`config.mk`:
```
export PLATFORM = sky130hd
export DESIGN_NAME = uart_irq_ctrl
export DESIGN_NICKNAME = d
export VERILOG_FILES = /design/src/rtl/uart_irq_pkg.sv /design/src/rtl/uart_irq_edge.sv /design/src/rtl/uart_irq_cause_bank.sv /design/src/rtl/uart_irq_ctrl.sv
export SDC_FILE = /design/constraint.sdc
export NUM_CORES = 1
export LEC_CHECK = 0
export ABC_AREA = 1
export CAP_MARGIN = 20
export CORE_AREA = 5 5 42 44
export DETAILED_ROUTE_END_ITERATION = 12
export DIE_AREA = 0 0 47 49
export PLACE_DENSITY = 0.66
export REMOVE_ABC_BUFFERS = 1
export SLEW_MARGIN = 20
export SYNTH_ARGS = -nofsm -noshare
export SYNTH_HDL_FRONTEND = slang
export SYNTH_SLANG_ARGS = --single-unit
```
`constraint.sdc`:
```
create_clock -name clk -period 1.1 [get_ports clk]
set_input_delay 0.11 -clock clk [delete_from_list [all_inputs] [get_ports clk]]
set_output_delay 0.11 -clock clk [all_outputs]
set_load 0.01 [all_outputs]
```
`src/rtl/uart_irq_pkg.sv`:
```
// Package: indices and vector type for the interrupt cause flags.
// Assumes: each cause owns one bit position in a pending vector.
package uart_irq_pkg;
    localparam int CAUSE_RX   = 0;  // received character ready
    localparam int CAUSE_HOLD = 1;  // transmit holding slot free
    localparam int CAUSE_IDLE = 2;  // transmitter fully drained
    localparam int CAUSE_PS   = 3;  // peripheral status fell
    localparam int CAUSE_CTS  = 4;  // clear-to-send rose
    localparam int NUM_CAUSES = 5;

    typedef logic [NUM_CAUSES-1:0] cause_vec_t;
endpackage

```
`src/rtl/uart_irq_edge.sv`:
```
// Edge detector with optional synchronizer in front.
// Function: emits a one-cycle pulse when the (synchronized) input
//           shows the selected transition against its previous value.
// Assumes: SYNC_STAGES = 0 only for inputs already in the clk domain;
//          RST_VAL is the idle level of the input during reset.
module uart_irq_edge #(
    parameter int   SYNC_STAGES = 2,
    parameter logic RST_VAL     = 1'b0,
    parameter bit   DETECT_RISE = 1'b1
) (
    input  logic clk,
    input  logic rst_n,
    input  logic din,
    output logic edge_pulse
);
    logic settled;
    logic prev_q;

    generate
        if (SYNC_STAGES > 0) begin : g_sync
            logic [SYNC_STAGES-1:0] sync_q;

            // Shift the raw input through the synchronizer chain.
            always_ff @(posedge clk) begin
                if (!rst_n) begin
                    sync_q <= {SYNC_STAGES{RST_VAL}};
                end else begin
                    sync_q[0] <= din;
                    for (int k = 1; k < SYNC_STAGES; k++) begin
                        sync_q[k] <= sync_q[k-1];
                    end
                end
            end

            assign settled = sync_q[SYNC_STAGES-1];
        end else begin : g_direct
            assign settled = din;
        end
    endgenerate

    // Remember the last settled value for the compare.
    always_ff @(posedge clk) begin
        if (!rst_n) begin
            prev_q <= RST_VAL;
        end else begin
            prev_q <= settled;
        end
    end

    generate
        if (DETECT_RISE) begin : g_rise
            assign edge_pulse = settled & ~prev_q;
        end else begin : g_fall
            assign edge_pulse = ~settled & prev_q;
        end
    endgenerate
endmodule

```
`src/rtl/uart_irq_cause_bank.sv`:
```
// Bank of pending flags, one per interrupt cause.
// Function: each bit is set by its set strobe and cleared by its clear
//           strobe; a set in the same cycle as a clear keeps the bit set.
// Assumes: strobes are synchronous to clk.
module uart_irq_cause_bank #(
    parameter int N = 5
) (
    input  logic         clk,
    input  logic         rst_n,
    input  logic [N-1:0] set_vec,
    input  logic [N-1:0] clr_vec,
    output logic [N-1:0] pend
);
    generate
        for (genvar i = 0; i < N; i++) begin : g_flag
            // Hold one cause flag; set has priority over clear.
            always_ff @(posedge clk) begin
                if (!rst_n) begin
                    pend[i] <= 1'b0;
                end else if (set_vec[i]) begin
                    pend[i] <= 1'b1;
                end else if (clr_vec[i]) begin
                    pend[i] <= 1'b0;
                end
            end
        end
    endgenerate
endmodule

```
`src/rtl/uart_irq_ctrl.sv`:
```
// UART interrupt request controller (top).
// Function: detects the five interrupt causes, latches them, clears
//           each on its servicing CPU access at the proper edge of the
//           bus timing pulse, and drives an active-low request line.
// Assumes: all inputs except periph_stat and cts_in are synchronous to
//          clk; access decodes are held across the whole timing pulse.
module uart_irq_ctrl
    import uart_irq_pkg::*;
#(
    parameter int SYNC_STAGES = 2
) (
    input  logic clk,
    input  logic rst_n,
    input  logic rx_char_stb,
    input  logic tx_hold_empty,
    input  logic tx_shift_empty,
    input  logic periph_stat,
    input  logic cts_in,
    input  logic cpu_rd_data,
    input  logic cpu_rd_status,
    input  logic cpu_wr_char,
    input  logic bus_tpb,
    input  logic ctl_irq_en,
    input  logic ctl_tx_req,
    output logic irq_n
);
    logic       tpb_lead;
    logic       tpb_trail;
    logic       hold_rise;
    logic       idle_rise;
    logic       ps_fall;
    logic       cts_rise;
    logic       tx_idle;
    cause_vec_t set_vec;
    cause_vec_t clr_vec;
    cause_vec_t pend_q;
    cause_vec_t allow;

    assign tx_idle = tx_hold_empty & tx_shift_empty;

    uart_irq_edge #(.SYNC_STAGES(0), .RST_VAL(1'b0), .DETECT_RISE(1'b1)) u_tpb_lead (
        .clk(clk), .rst_n(rst_n), .din(bus_tpb), .edge_pulse(tpb_lead)
    );

    uart_irq_edge #(.SYNC_STAGES(0), .RST_VAL(1'b0), .DETECT_RISE(1'b0)) u_tpb_trail (
        .clk(clk), .rst_n(rst_n), .din(bus_tpb), .edge_pulse(tpb_trail)
    );

    uart_irq_edge #(.SYNC_STAGES(0), .RST_VAL(1'b0), .DETECT_RISE(1'b1)) u_hold (
        .clk(clk), .rst_n(rst_n), .din(tx_hold_empty), .edge_pulse(hold_rise)
    );

    uart_irq_edge #(.SYNC_STAGES(0), .RST_VAL(1'b0), .DETECT_RISE(1'b1)) u_idle (
        .clk(clk), .rst_n(rst_n), .din(tx_idle), .edge_pulse(idle_rise)
    );

    uart_irq_edge #(.SYNC_STAGES(SYNC_STAGES), .RST_VAL(1'b1), .DETECT_RISE(1'b0)) u_ps (
        .clk(clk), .rst_n(rst_n), .din(periph_stat), .edge_pulse(ps_fall)
    );

    uart_irq_edge #(.SYNC_STAGES(SYNC_STAGES), .RST_VAL(1'b0), .DETECT_RISE(1'b1)) u_cts (
        .clk(clk), .rst_n(rst_n), .din(cts_in), .edge_pulse(cts_rise)
    );

    // Map cause events and servicing accesses onto the flag bank.
    always_comb begin
        set_vec             = '0;
        clr_vec             = '0;
        set_vec[CAUSE_RX]   = rx_char_stb;
        set_vec[CAUSE_HOLD] = hold_rise;
        set_vec[CAUSE_IDLE] = idle_rise;
        set_vec[CAUSE_PS]   = ps_fall;
        set_vec[CAUSE_CTS]  = cts_rise & tx_idle;
        clr_vec[CAUSE_RX]   = tpb_lead & cpu_rd_data;
        clr_vec[CAUSE_HOLD] = tpb_lead & (cpu_rd_status | cpu_wr_char);
        clr_vec[CAUSE_IDLE] = tpb_lead & (cpu_rd_status | cpu_wr_char);
        clr_vec[CAUSE_PS]   = tpb_trail & cpu_rd_status;
        clr_vec[CAUSE_CTS]  = tpb_lead & cpu_rd_status;
    end

    uart_irq_cause_bank #(.N(NUM_CAUSES)) u_bank (
        .clk(clk), .rst_n(rst_n), .set_vec(set_vec), .clr_vec(clr_vec), .pend(pend_q)
    );

    // Per-cause gating by the control register bits.
    always_comb begin
        allow             = '1;
        allow[CAUSE_HOLD] = ctl_tx_req;
    end

    // Combine gated causes into the active-low request line.
    assign irq_n = ~(ctl_irq_en & (|(pend_q & allow)));
endmodule

```
==> summary.md, run 1 <==
| Metric | Value |
|---|---|
| R2R depth | `4` |
| CP Launch Type | `register` |
| Critical Path RT | `990 ps` |
| Power Total | `0.00102 W` |
| Die span in y | `49 microns` |
| Clk Latency, worst-skew pair | `280 ps` |
| Area Overhead vs Synth | `41.6%` |
| Worst hold start | `cts_in` |
| Vias | `412` |
| Slew @ Worst Pin | `196 ps` |
| Vias/cell | `4.08` |
| Final setup violating endpoints | `0` |
| Vias in the first global route | `384` |
| Placed Cells | `97` |
| Skew final | `1.50 ps` |
| H-tree levels | `1` |
| Switch Pwr | `0.000218 W` |
| HP Class | `in2reg` |
| # rows | `14` |
| First-pass GRT wire length | `1560 microns` |
| Total congestion overflow | `0` |
| Register area share after synthesis | `0.554` |
| Non-filler cells, final | `101` |
| CTS tree | `done` |
| Clock share of power | `0.352` |
| Unrepaired setup endpoints after global routing | `true` |
| Min-Delay Endpoint | `u_cts.g_sync.sync_q[0]` |
| Sequential share of power | `0.533` |
| Kind of critical path | `reg2out` |
| # IOs | `14` |
| Endpoints failing hold | `0` |
| Yosys warns | `0` |
| Critical Path End Type | `output port` |
| DIE AREA | `0.00230 sq mm` |
| Hold Slack | `352 ps` |
| Port-buffer cells | `13` |
| Syn Inst Count | `65` |
| Max_cap viols | `0` |
| Mean Syn Cell Area | `7.78 sq um` |
| Hold Crit Depth | `3` |
| Relative slew margins | `0.869` |
| Clock root buffer | `clkbuf_4` |
| DR pass1 iterations | `3` |
| Cell variety after synth | `13` |
| R2R Setup Slk | `330 ps` |
| DRT Wirelength | `912 microns` |
| Initial drt markers | `4` |
| Core Area | `0.00140 sq mm` |
| Initial Util | `0.361` |
| Clk buf depth | `2` |
| Max IR drop VDD | `0.948 mV` |
| Internal power | `0.000806 W` |
| Drt wl/cell | `9.03 microns` |
| Post-DP HPWL | `740 microns` |
| R2r startpoint | `u_tpb_trail.prev_q` |
| Largest net degree at the start of global routing | `9` |
| Max Slew Vio Count | `0` |
| Fmax | `942 MHz` |
| Number of setup buffers added after CTS | `0` |
| Initial antenna violation count | `0` |
| Minimum clock period | `1060 ps` |
| Clk pin slew, worst setup/hold paths | `80 ps` |
| Mapped Area | `505 sq um` |
| Clock buffers created by TritonCTS | `3` |
| Leak | `0.363 nW` |
| Gp weighted congestion | `0.702` |
| Switching Share | `0.213` |
| Final net count | `99` |
| Share of cells above drive strength 1 | `0.224` |
| Total Routing Usage GR | `0.0953` |
| Post-route DRC | `0` |
| Die width | `47 microns` |
| #FFs+latches synth | `14` |
| Antenna cells | `0` |
| # clock sinks | `14` |
| Tcrit/Tclk final | `0.965` |
| Gate power share | `0.114` |
| PwrDens | `1430 mW/mm^2` |
| Crit path DAT | `950 ps` |
| CP max FO | `2` |
| Post-route ant nets | `0` |
| R2R Path End | `u_bank.pend[1]` |
| Run status | `finished clean` |
-- metal layers --
| metal | track usage | vias to the layer above | share of wire |
|---|---|---|---|
| met4 | 0.0691 | 0 | 0.024 |
| met1 | 0.124 | 165 | 0.43 |
| met3 | 0.0221 | 4 | 0.069 |
| met5 | 0 | - | 0 |
| met2 | 0.131 | 10 | 0.48 |
| li1 | - | 233 | - |
-- flip-flops by register name, indices dropped and copies added, names as in the netlist --
name,cells
u_cts.g_sync.sync_q,2
u_idle.prev_q,1
u_ps.g_sync.sync_q,2
u_cts.prev_q,1
u_ps.prev_q,1
u_hold.prev_q,1
u_bank.pend,5
u_tpb_trail.prev_q,1
-- cells in the mapped netlist --
library cell | instances | area share
nand2_1 | 20 | 0.15
dfxtp_1 | 14 | 0.55
inv_1 | 8 | 0.059
nand3_1 | 6 | 0.059
nor2_1 | 5 | 0.037
or2_1 | 3 | 0.037
clkinv_1 | 2 | 0.015
inv_2 | 2 | 0.015
a21oi_1 | 1 | 0.0099
buf_6 | 1 | 0.022
clkinv_2 | 1 | 0.0099
nand2_4 | 1 | 0.022
o21ai_1 | 1 | 0.0099
-- area by class of cell --
class | instances | area, sq um
flip-flops and latches | 14 | 285
clock buffers | 4 | 36.3
inverters | 13 | 50.0
fillers | 143 | 686
multi-input cells | 37 | 169
well taps | 16 | 20.0
repair buffers | 17 | 155
-- logic make-up (layout without fill, tap and decap cells) --
group                  count (synthesis)  in the layout  share of synthesized area
and+or+nand+nor                       35             35                      0.304
DFF                                   14             14                      0.554
buffers and inverters                 14             34                      0.121
AOI/OAI and AO/OA                      2              2                     0.0198
-- power by group through the flow --
stage	Sequential, W	Combinational, W	Clock, W
after floorplan	0.000552	0.0000438	0
after global placement	0.000554	0.000118	0
after detailed placement	0.000555	0.000121	0
after CTS	0.000544	0.000118	0.000375
after global routing	0.000549	0.000134	0.000395
final	0.000546	0.000117	0.000361
-- timing repair --
| action | CTS | global route |
|---|---|---|
| hold buffers | 0 | 0 |
| pin swaps | 1 | 3 |
| setup endpoints to repair | 1 | 1 |
| gates resized for setup | 5 | 5 |
-- per-stage QoR --
step	setup slack (ps)	TNS, ps	cell area (sq um)	utilization
after floorplan	400	0	494	-
after global placement	-227	-313	674	0.481
after detailed placement	-270	-392	674	0.481
after CTS	12.9	0	707	0.504
after global routing	-16.6	-16.6	716	0.511
final	38.1	0	716	0.511
-- cells in the final DEF (no fill, tap or decap), types with 2 or more instances in the layout --
master,n
buf_4,4
clkbuf_4,3
clkdlybuf4s50_1,12
clkinv_1,2
dfxtp_1,10
dfxtp_2,4
inv_1,8
inv_2,2
nand2_1,20
nand3_1,6
nor2_1,3
nor2_2,2
or2_1,3
-- critical path, stage by stage (launching register included) --
cell and delay [ps]:
dfxtp_2 330, nor2_2 100, nand3_1 80, nand2_1 50
buf_2 120
-- worst max path at each step --
| stage | start | end | cells past startpoint |
|---|---|---|---|
| CTS | u_bank.pend[0] | irq_n | 4 |
| global route | u_bank.pend[4] | irq_n | 4 |
| floorplan | u_tpb_trail.prev_q | u_bank.pend[1] | 4 |
| detailed placement | ctl_tx_req | irq_n | 5 |
| global placement | ctl_tx_req | irq_n | 5 |
| finish | u_bank.pend[2] | irq_n | 4 |
Power figures use the tool's default switching activity.
==> run 2: changes to the inputs <==
--- a/config.mk
+++ b/config.mk
@@ -8,2 +8,3 @@
 export ABC_AREA = 1
+export ABC_CLOCK_PERIOD_IN_PS = 1100
 export CAP_MARGIN = 20
==> constraint.sdc (replaced) <==
create_clock -name clk -period 1.1 [get_ports clk]
set_input_delay 0.165 -clock clk [delete_from_list [all_inputs] [get_ports clk]]
set_output_delay 0.165 -clock clk [all_outputs]
set_load 0.01 [all_outputs]
==> run 2 against run 1 <==
Effect of this change:
- combinational power about the same
- die area unchanged
- final area decreased by 2.4%
- largest power group unchanged
- critical endpoint unchanged
- largest cell class unchanged
- fmax decreased by 2.9%
- critical path type unchanged
==> summary.md, run 2 (same netlist as run 1, synthesis figures left out) <==
| Metric | Value |
|---|---|
| Run status | `finished clean` |
| DR pass1 iterations | `4 (+1)` |
| HP Class | `reg2reg` |
| Clk pin slew, worst setup/hold paths | `80 ps (about the same)` |
| Critical Path End Type | `output port` |
| Most frequent cells in the layout | `nand2_1, clkdlybuf4s50_1, dfxtp_1` |
| Setup WS pre-CTS | `-358 ps (-88.0 ps)` |
| Critical Path RT | `940 ps (-50 ps)` |
| Met2 WL | `440 microns (+1.4%)` |
| # clock sinks | `14 (unchanged)` |
| M1 WL | `363 microns (-7.2%)` |
| Total congestion overflow | `0 (unchanged)` |
| Post-DP Area | `674 sq um (unchanged)` |
| Post-route DRC | `0 (unchanged)` |
| Design Area, Final | `698 sq um (-2.4%)` |
| Core Area | `0.00140 sq mm (unchanged)` |
| DRT Wirelength | `879 microns (-3.6%)` |
| CP max stage delay | `320 ps (about the same)` |
| Post-DP HPWL | `739 microns (about the same)` |
| Clk buf depth | `2 (unchanged)` |
| Vias in the first global route | `364 (-5.2%)` |
| Largest net degree at the start of global routing | `8 (-1)` |
| Kind of critical path | `reg2out` |
| # IOs | `14 (unchanged)` |
| Share of cells above drive strength 1 | `0.190 (-0.0331)` |
| Area Overhead vs Synth | `38.1%` |
| Clock root buffer | `clkbuf_4` |
| Clock buffers created by TritonCTS | `3 (unchanged)` |
| Gate power share | `0.124 (+0.010)` |
| Port-buffer cells | `13 (unchanged)` |
| Vias/cell | `4.17 (+2.2%)` |
| Final net count | `99 (unchanged)` |
| Gp weighted congestion | `0.703 (about the same)` |
| H-tree levels | `1 (unchanged)` |
| Worst hold start | `u_ps.g_sync.sync_q[0]` |
| Delay-heaviest family, CP | `flip-flops` |
| Slowest cell on the critical path | `dfxtp_1` |
| PwrDens | `1340 mW/mm^2 (-6.6%)` |
| Total Routing Usage GR | `0.0898 (-0.00559)` |
| Placed Cells | `97 (unchanged)` |
| Initial drt markers | `2 (-2)` |
| Post-route setup slack | `6.19 ps (-31.9 ps)` |
| Crit path DAT | `930 ps (-20 ps)` |
| Crit-path cells | `nor2_1, nand3_1, nand2_1, buf_2` |
| Sum of buffers and inverters on the critical path | `1 (unchanged)` |
| Max_cap viols | `0 (unchanged)` |
| Die width | `47 microns (unchanged)` |
| Vias | `417 (+1.2%)` |
| R2r startpoint | `u_tpb_trail.prev_q` |
| Non-filler cells, final | `100 (-0.99%)` |
| DIE AREA | `0.00230 sq mm (unchanged)` |
| Minimum clock period | `1090 ps (+31.9 ps)` |
| Die span in y | `49 microns (unchanged)` |
| Met3 Wirelength | `66 microns (+4.8%)` |
| Skew final | `3.84 ps (+2.34 ps)` |
| Max IR drop VDD | `1.00 mV (+5.5%)` |
| Post-route ant nets | `0 (unchanged)` |
| Final setup violating endpoints | `0 (unchanged)` |
| Drt wl/cell | `8.79 microns (-2.7%)` |
| Initial Util | `0.361 (unchanged)` |
| Clock share of power | `0.292 (-0.060)` |
| Fmax | `914 MHz (-2.9%)` |
| Max Slew Vio Count | `0 (unchanged)` |
| Switching Share | `0.218 (+0.00509)` |
| Switch Pwr | `0.000203 W (-6.7%)` |
| Power Total | `0.000932 W (-8.9%)` |
| Most common cell after layout, fill and taps aside | `nand2_1` |
| Internal power | `0.000729 W (-9.5%)` |
| First-pass GRT wire length | `1490 microns (-4.4%)` |
| Highest metal layer with signal wires | `met4` |
| Antenna cells | `0 (unchanged)` |
| CP max FO | `2 (unchanged)` |
| Clk Latency, worst-skew pair | `270 ps (about the same)` |
| Critical Path Source | `u_bank.pend[2]` |
| Unrepaired setup endpoints after global routing | `true` |
| Initial antenna violation count | `0 (unchanged)` |
| Leak | `0.355 nW (-2.2%)` |
| Relative slew margins | `0.863 (-0.00546)` |
| Max FFs per register | `5 (unchanged)` |
| Number of setup buffers added after CTS | `0 (unchanged)` |
| Filler instances | `143 (unchanged)` |
| Endpoints failing hold | `0 (unchanged)` |
| CP Launch Type | `register` |
| Reg with most FFs | `u_bank.pend` |
| Tcrit/Tclk final | `0.994 (+0.0290)` |
| Slew @ Worst Pin | `204 ps (+8.17 ps)` |
| Top flop regs | `u_bank.pend: 5 flops, u_cts.g_sync.sync_q: 2 flops, u_ps.g_sync.sync_q: 2 flops` |
| CTS tree | `done` |
| Sequential share of power | `0.584 (+0.051)` |
| # rows | `14 (unchanged)` |
[run 2: changes by cell type in the layout (fill, tap and decap cells not counted)]
cell,before,now
nor2_1,3,4
nor2_2,2,1
clkbuf_8,1,0
dfxtp_2,4,3
dfxtp_1,10,11
[run 2: stage by stage]
stage / TNS, ps / util / hold WS, ps
5_1_grt: -60.9 / 0.498 / 424
3_5_place_dp: -755 / 0.481 / 395
3_3_place_gp: -677 / 0.481 / 390
4_1_cts: -20.9 / 0.497 / 414
6_report: 0 / 0.498 / 412
2_1_floorplan: 0 / - / 234
[run 2: final timing paths]
path,end,slack [ps],depth (start not counted)
setup / recovery,irq_n,6,4
hold reg to reg,u_ps.g_sync.sync_q[1],410,1
setup reg to reg,u_bank.pend[1],310,4
hold / removal,u_ps.g_sync.sync_q[1],410,1
[run 2: power groups by stage]
| stage | registers [W] | logic [W] | clock network [W] |
|---|---|---|---|
| final | 0.000544 | 0.000116 | 0.000272 |
| after global routing | 0.000547 | 0.000131 | 0.000312 |
| after CTS | 0.000545 | 0.000119 | 0.000285 |
| after detailed placement | 0.000555 | 0.000121 | 0 |
| after global placement | 0.000554 | 0.000119 | 0 |
| after floorplan | 0.000552 | 0.0000438 | 0 |
[run 2: final cells by class]
| cell class | instances | area (sq um) | share of cell area |
|---|---|---|---|
| Inverter | 13 | 50.0 | 0.0717 |
| Sequential cell | 14 | 284 | 0.407 |
| Tap cell | 16 | 20.0 | 0.0287 |
| Clock buffer | 3 | 22.5 | 0.0323 |
| Timing Repair Buffer | 17 | 155 | 0.222 |
| Multi-Input combinational cell | 37 | 166 | 0.238 |
[run 2: layer usage]
layer	vias up	GRT usage
met5	-	0
li1	229	-
met1	175	0.113
met4	0	0.0276
met2	11	0.131
met3	2	0.0443
[run 2: timing repair]
action / CTS / global route
resized for setup: 7 / 1
hold buffers: 0 / 0
pin swaps: 3 / 1
endpoints found under the setup margin: 1 / 1
gates cloned: 0 / 0
